==> src/rtl/rxu_pkg.sv <==
package rxu_pkg;
  localparam int BYTE_W = 8;
  localparam int MARK_W = 4;

  // mark bit order: [3] fixed frame pos, [2] embedded frame pos,
  // [1] fixed overhead, [0] embedded overhead
  typedef struct packed {
    logic              pay;
    logic [MARK_W-1:0] mark;
    logic [BYTE_W-1:0] data;
  } rxu_ent_t;
endpackage

==> src/rtl/rxu_capture.sv <==
module rxu_capture
  import rxu_pkg::*;
#(
  parameter int LANES = 4
) (
  input  logic                    clk,
  input  logic                    rst,
  input  logic [LANES-1:0]        in_val,
  input  logic [LANES-1:0]        in_pay,
  input  logic [LANES-1:0]        in_fixpos,
  input  logic [LANES-1:0]        in_embpos,
  input  logic [LANES-1:0]        in_fixoh,
  input  logic [LANES-1:0]        in_emboh,
  input  logic [LANES*BYTE_W-1:0] in_data,
  output logic [LANES-1:0]        cap_val,
  output rxu_ent_t [LANES-1:0]    cap_lane
);
  always_ff @(posedge clk) begin
    if (rst) cap_val <= '0;
    else     cap_val <= in_val;
  end

  // lane contents carry no reset: they are qualified by cap_val
  always_ff @(posedge clk) begin
    for (int g = 0; g < LANES; g++) begin
      cap_lane[g].data <= in_data[g*BYTE_W +: BYTE_W];
      cap_lane[g].pay  <= in_pay[g];
      cap_lane[g].mark <= {in_fixpos[g], in_embpos[g], in_fixoh[g], in_emboh[g]};
    end
  end
endmodule

==> src/rtl/rxu_compact.sv <==
module rxu_compact
  import rxu_pkg::*;
#(
  parameter int LANES = 4,
  localparam int CNT_W = $clog2(LANES + 1)
) (
  input  logic [LANES-1:0]     cap_val,
  input  rxu_ent_t [LANES-1:0] cap_lane,
  output rxu_ent_t [LANES-1:0] slot,
  output logic [CNT_W-1:0]     cnt
);
  logic [LANES-1:0][CNT_W-1:0] rank;

  // rank of a lane = number of flagged lanes above it
  always_comb begin
    logic [CNT_W-1:0] acc;
    acc = '0;
    for (int l = LANES - 1; l >= 0; l--) begin
      rank[l] = acc;
      acc     = acc + CNT_W'(cap_val[l]);
    end
    cnt = acc;
  end

  // slot k takes the flagged lane whose rank is k
  always_comb begin
    for (int k = 0; k < LANES; k++) begin
      slot[k] = '0;
      for (int l = 0; l < LANES; l++) begin
        if (cap_val[l] && rank[l] == CNT_W'(k)) slot[k] = cap_lane[l];
      end
    end
  end
endmodule

==> src/rtl/rxu_bank_fifo.sv <==
module rxu_bank_fifo
  import rxu_pkg::*;
#(
  parameter int LANES = 4,   // power of two, at least 2
  parameter int DEPTH = 16,  // power of two, multiple of LANES, at least 2*LANES
  localparam int CNT_W  = $clog2(LANES + 1),
  localparam int LVL_W  = $clog2(DEPTH + 1),
  localparam int PTR_W  = $clog2(DEPTH),
  localparam int BANK_W = $clog2(LANES),
  localparam int ROWS   = DEPTH / LANES,
  localparam int ROW_W  = $clog2(ROWS)
) (
  input  logic                 clk,
  input  logic                 rst,
  input  logic [CNT_W-1:0]     wr_cnt,
  input  rxu_ent_t [LANES-1:0] wr_slot,
  output logic                 rd_valid,
  output rxu_ent_t             rd_ent,
  output logic [LVL_W-1:0]     level,
  output logic                 ovf
);
  logic [PTR_W-1:0]      wptr, rptr;
  logic                  fits, do_wr, do_rd;
  logic [BANK_W-1:0]     sel_q;
  rxu_ent_t [LANES-1:0]  bank_q;
  logic [ROW_W-1:0]      rd_row;

  assign fits   = LVL_W'(wr_cnt) <= (LVL_W'(DEPTH) - level);
  assign do_wr  = (wr_cnt != '0) && fits;
  assign do_rd  = (level != '0);
  assign rd_row = rptr[PTR_W-1:BANK_W];

  always_ff @(posedge clk) begin
    if (rst) begin
      wptr  <= '0;
      rptr  <= '0;
      level <= '0;
      ovf   <= 1'b0;
    end else begin
      if (do_wr) wptr <= wptr + PTR_W'(wr_cnt);
      if (do_rd) rptr <= rptr + PTR_W'(1);
      level <= level + (do_wr ? LVL_W'(wr_cnt) : '0) - LVL_W'(do_rd);
      if ((wr_cnt != '0) && !fits) ovf <= 1'b1;
    end
  end

  // consecutive entries fall in distinct banks, so each bank sees at most
  // one write and one read per clock
  for (genvar b = 0; b < LANES; b++) begin : g_bank
    logic [BANK_W-1:0] ofs;
    logic [PTR_W-1:0]  waddr;
    logic              we;
    rxu_ent_t          mem [ROWS];
    rxu_ent_t          q;

    assign ofs   = BANK_W'(b) - wptr[BANK_W-1:0];
    assign waddr = wptr + PTR_W'(ofs);
    assign we    = do_wr && (CNT_W'(ofs) < wr_cnt);

    always_ff @(posedge clk) begin
      if (we) mem[waddr[PTR_W-1:BANK_W]] <= wr_slot[ofs];
      q <= mem[rd_row];
    end
    assign bank_q[b] = q;
  end

  always_ff @(posedge clk) begin
    if (rst) rd_valid <= 1'b0;
    else     rd_valid <= do_rd;
    sel_q <= rptr[BANK_W-1:0];
  end

  assign rd_ent = bank_q[sel_q];
endmodule

==> src/rtl/rx_lane_unpacker.sv <==
module rx_lane_unpacker
  import rxu_pkg::*;
#(
  parameter int LANES = 4,
  parameter int DEPTH = 16,
  localparam int CNT_W = $clog2(LANES + 1),
  localparam int LVL_W = $clog2(DEPTH + 1)
) (
  input  logic                    clk,
  input  logic                    rst,
  input  logic [LANES-1:0]        in_val,
  input  logic [LANES-1:0]        in_pay,
  input  logic [LANES-1:0]        in_fixpos,
  input  logic [LANES-1:0]        in_embpos,
  input  logic [LANES-1:0]        in_fixoh,
  input  logic [LANES-1:0]        in_emboh,
  input  logic [LANES*BYTE_W-1:0] in_data,
  output logic                    out_valid,
  output logic [BYTE_W-1:0]       out_data,
  output logic                    out_pay,
  output logic [MARK_W-1:0]       out_mark,
  output logic                    overflow
);
  logic [LANES-1:0]     cap_val;
  rxu_ent_t [LANES-1:0] cap_lane;
  rxu_ent_t [LANES-1:0] slot;
  logic [CNT_W-1:0]     slot_cnt;
  logic                 rd_valid;
  rxu_ent_t             rd_ent;
  logic [LVL_W-1:0]     fifo_level;

  rxu_capture #(.LANES(LANES)) i_capture (
    .clk(clk), .rst(rst),
    .in_val(in_val), .in_pay(in_pay),
    .in_fixpos(in_fixpos), .in_embpos(in_embpos),
    .in_fixoh(in_fixoh), .in_emboh(in_emboh),
    .in_data(in_data),
    .cap_val(cap_val), .cap_lane(cap_lane)
  );

  rxu_compact #(.LANES(LANES)) i_compact (
    .cap_val(cap_val), .cap_lane(cap_lane),
    .slot(slot), .cnt(slot_cnt)
  );

  rxu_bank_fifo #(.LANES(LANES), .DEPTH(DEPTH)) i_fifo (
    .clk(clk), .rst(rst),
    .wr_cnt(slot_cnt), .wr_slot(slot),
    .rd_valid(rd_valid), .rd_ent(rd_ent),
    .level(fifo_level), .ovf(overflow)
  );

  always_ff @(posedge clk) begin
    if (rst) begin
      out_valid <= 1'b0;
      out_data  <= '0;
      out_pay   <= 1'b0;
      out_mark  <= '0;
    end else begin
      out_valid <= rd_valid;
      out_data  <= rd_valid ? rd_ent.data : '0;
      out_pay   <= rd_valid & rd_ent.pay;
      out_mark  <= rd_valid ? rd_ent.mark : '0;
    end
  end
endmodule

==> config.mk <==
export PLATFORM = sky130hd
export DESIGN_NAME = rx_lane_unpacker
export DESIGN_NICKNAME = d
export VERILOG_FILES = /design/src/rtl/rxu_pkg.sv /design/src/rtl/rxu_capture.sv /design/src/rtl/rxu_compact.sv /design/src/rtl/rxu_bank_fifo.sv /design/src/rtl/rx_lane_unpacker.sv
export SDC_FILE = /design/constraint.sdc
export NUM_CORES = 1
export LEC_CHECK = 0
export ABC_AREA = 1
export CORE_MARGIN = 4
export CORE_UTILIZATION = 45
export DETAILED_ROUTE_END_ITERATION = 10
export GPL_TIMING_DRIVEN = 0
export HOLD_SLACK_MARGIN = 0.08
export PLACE_DENSITY_LB_ADDON = 0.08
export SETUP_SLACK_MARGIN = 0.2
export SLEW_MARGIN = 30
export SYNTH_ARGS = -nofsm -noshare
export SYNTH_HDL_FRONTEND = slang
export SYNTH_HIERARCHICAL = 1
export SYNTH_SLANG_ARGS = --single-unit
==> constraint.sdc <==
create_clock -name clk -period 10.9 [get_ports clk]
set_clock_uncertainty 0.1 [all_clocks]
set_input_delay 1.09 -clock clk [delete_from_list [all_inputs] [get_ports clk]]
set_output_delay 1.09 -clock clk [all_outputs]
set_load 0.05 [all_outputs]
==> metrics.txt <==
Sink Count=347; Total GRT Usage=0.221; largest net degree at the start of global routing=16; Max-cap violations=0; register area=9030 µm²; RSZ-0062 raised after global routing=no; layout cells sized above 1=0.103; # setup viols final=0; H-tree depth=2; Seq/Total Area, Yosys=0.605; Final Non-Filler Cells=2080; post_cts resized=0; post-route antenna net violation count=0; critical path's largest stage delay=0.53 ns; Buf+Inv Stages, Crit Path=4; PD cells=between 200 and 300 nW/µm²; placed insts=2014; delay-heaviest family, CP=adder cells; Post CTS Setup Buffer Count=0; crit-path cells=buf_2 -> clkbuf_1 -> inv_1 -> ha_1 -> ha_1 -> fa_1 -> ha_1 -> nand2_1 -> nand2_1 -> nor2_1 -> nor2_2 -> nand2_1 -> nand2_1 -> ha_1 -> inv_1 -> ha_1 -> fa_1 -> nand3_1 -> nand2_1 -> o21ai_0 -> a21oi_1; Critical Path RT=11.21 ns; asr flop ratio synth=0; IO buf count=72; Area Overhead vs Synth=17.5%; Final Hold Fails=0; Avg WL per Cell=just under 20 µm; Synthesis Warnings=6; Worst setup EP type=flop; CTS root buffer=clkbuf_16; Final GP Congestion=0.900; setup TNS=0 ns; synth unique cells=35; # IOs=73; total number of vias=10800; Rel. slew slack=0.348; Syn Nets=1591; CP max FO=10; drt first pass iters=5; Final Critical Period=4.91 ns; die width=190 µm; footprint of the multi-input gates=5010 µm²; DR vias/cell=roughly 5.2; P_leak=slightly above 7 nW; CTS tree=yes; Die H=190 µm; final net count=1706; first-pass GRT wire length=61000 µm; initial antenna violation count=0; worst slew pin tran=roughly 0.97 ns; CP max-delay cell=fa_1; maximum VDD drop=0.143 mV; Worst Hold Class=flop to flop; Post-CTS Hold Buffers=0; GRT Residual Overflow=0; number of remaining DRC errors=0; Worst-path clk slew=0.06 ns; fin crit share=0.450; Post-synth EDFFs=208; CP Launch Type=flop; clock latency on the worst-skew pair=0.52 ns; worst setup path category=flop to flop; # fillers=2942; dpl hpwl=~30000 µm; full die area=about 36000 µm²; clock buffer depth=3; Placement Rows=66; outcome=complete, no violations; TritonCTS buffer count=37; final WL=40300 µm; vias in the first global route=10500; achievable frequency=slightly above 200 MHz; Mapped Area=14900 µm²; # diodes=0; flops & latches, synth=347; reg2reg setup slack=5.99 ns; Most used DFF post-synth=edfxtp_1; DRT iter0 DRCs=approximately 900; core box area=32600 µm²; synthesized instance count=1496; Worst EP arrival=~5.2 ns; Synth Area per Inst=between 9 and 10 µm²; Max Transition Viols Final=0; initial core utilization=0.457
==> through the flow <==
stage,total power [mW],area (µm²),utilization,hold WS (ns),setup slack [ns]
6_report,4.51,17500,0.538,0.282,5.99
5_1_grt,4.75,17500,0.538,0.287,5.60
4_1_cts,4.53,17500,0.538,0.279,5.91
3_5_place_dp,3.25,16300,0.499,0.271,5.94
3_3_place_gp,3.21,16200,0.496,0.272,5.66
2_1_floorplan,2.74,14900,-,0.255,6.69
==> kinds of logic after synthesis <==
logic type,after synthesis,share of synthesized area
AND/OR/NAND/NOR,506,0.136
flip-flops,347,0.605
XOR/XNOR,6,0.00352
buffers and inverters,217,0.0616
AO/OA/AOI/OAI,331,0.125
multiplexers,52,0.0349
adder cells (fa/ha/maj),37,0.0330
==> final timing paths <==
kind | startpoint | end | cells after the start
max | i_capture/cap_val[3] | i_fifo/level[4] | 21
min | i_fifo/rptr[1] | i_fifo/sel_q[1] | 0
max reg2reg | i_capture/cap_val[3] | i_fifo/level[4] | 21
min reg2reg | i_fifo/rptr[1] | i_fifo/sel_q[1] | 0
==> Yosys cell counts (4+ instances only) <==
cell type  count  area, µm²
inv_1        124        465
clkbuf_1      38        143
nor2_2        13       81.3
inv_2          6       22.5
o22ai_1       78        488
nand2_1      203        762
buf_6          4       45.0
buf_2         30        150
fa_1           4       80.1
dfxtp_1      139       2780
o22ai_2       13        163
nor2_1       238        893
o21ai_1       18       90.1
edfxtp_1     208       6250
nand3_1       38        190
o21ai_0      184        921
a21oi_1       36        180
nand2_2        5       31.3
buf_4          9       67.6
xor2_1         4       35.0
mux2i_1       52        521
ha_1          33        413
==> cell type report <==
cell class | count | share of cell area
flip-flops and latches | 347 | 0.515
multi-input cells | 932 | 0.286
clock buffers | 50 | 0.0599
repair buffers | 76 | 0.0439
well taps | 442 | 0.0315
inverters | 133 | 0.0286
plain buffers | 84 | 0.0238
clock inverters | 16 | 0.0114
==> flip-flops by register name (all words and copies together) (netlist names) <==
signal              count
i_fifo/rptr             4
i_fifo/g_bank.mem     208
i_capture/cap_val       4
i_fifo/ovf              1
i_capture/cap_lane     52
out_pay                 1
i_fifo/rd_valid         1
i_fifo/level            5
i_fifo/wptr             4
out_mark                4
i_fifo/sel_q            2
i_fifo/bank_q          52
out_data                8
out_valid               1
==> power breakdown <==
group / total (mW) / leakage, nW / switching, mW / internal (mW)
registers: 1.90 / 3.13 / 0.124 / 1.77
logic: 1.33 / 3.34 / 0.934 / 0.399
clock network: 1.27 / 0.619 / 0.499 / 0.776
==> metal layers <==
layer / vias up / global-route usage / routed length, µm
li1: 5316 / - / -
met1: 5102 / 0.293 / 17600
met2: 347 / 0.366 / 18700
met3: 66 / 0.0365 / 2380
met4: 0 / 0.0829 / 1570
met5: - / 0 / 0
==> cell usage in the layout (no fill, tap or decap), types with 2 or more instances in the layout <==
cell | synthesis | routed
inv_6 | 0 | 4
nand2_4 | 2 | 2
edfxtp_1 | 208 | 208
xor2_1 | 4 | 4
nand3_2 | 2 | 2
xnor2_1 | 2 | 2
clkbuf_8 | 0 | 5
nand4_1 | 2 | 2
clkbuf_2 | 1 | 2
buf_2 | 30 | 30
buf_4 | 9 | 9
inv_2 | 6 | 6
mux2i_1 | 52 | 52
ha_1 | 33 | 33
nand3_1 | 38 | 38
nand2_2 | 5 | 5
bufinv_16 | 0 | 4
nor2_1 | 238 | 222
o22ai_2 | 13 | 13
dfxtp_1 | 139 | 139
clkinv_1 | 2 | 3
o21ai_0 | 184 | 182
a21oi_1 | 36 | 36
inv_1 | 124 | 124
buf_6 | 4 | 7
clkdlybuf4s50_1 | 0 | 72
clkbuf_16 | 0 | 38
nand2_1 | 203 | 203
o21ai_1 | 18 | 20
buf_1 | 2 | 2
clkinv_2 | 0 | 5
fa_1 | 4 | 4
o22ai_1 | 78 | 78
clkbuf_1 | 38 | 43
nor2_2 | 13 | 29
(Power assumes the default switching activity.)
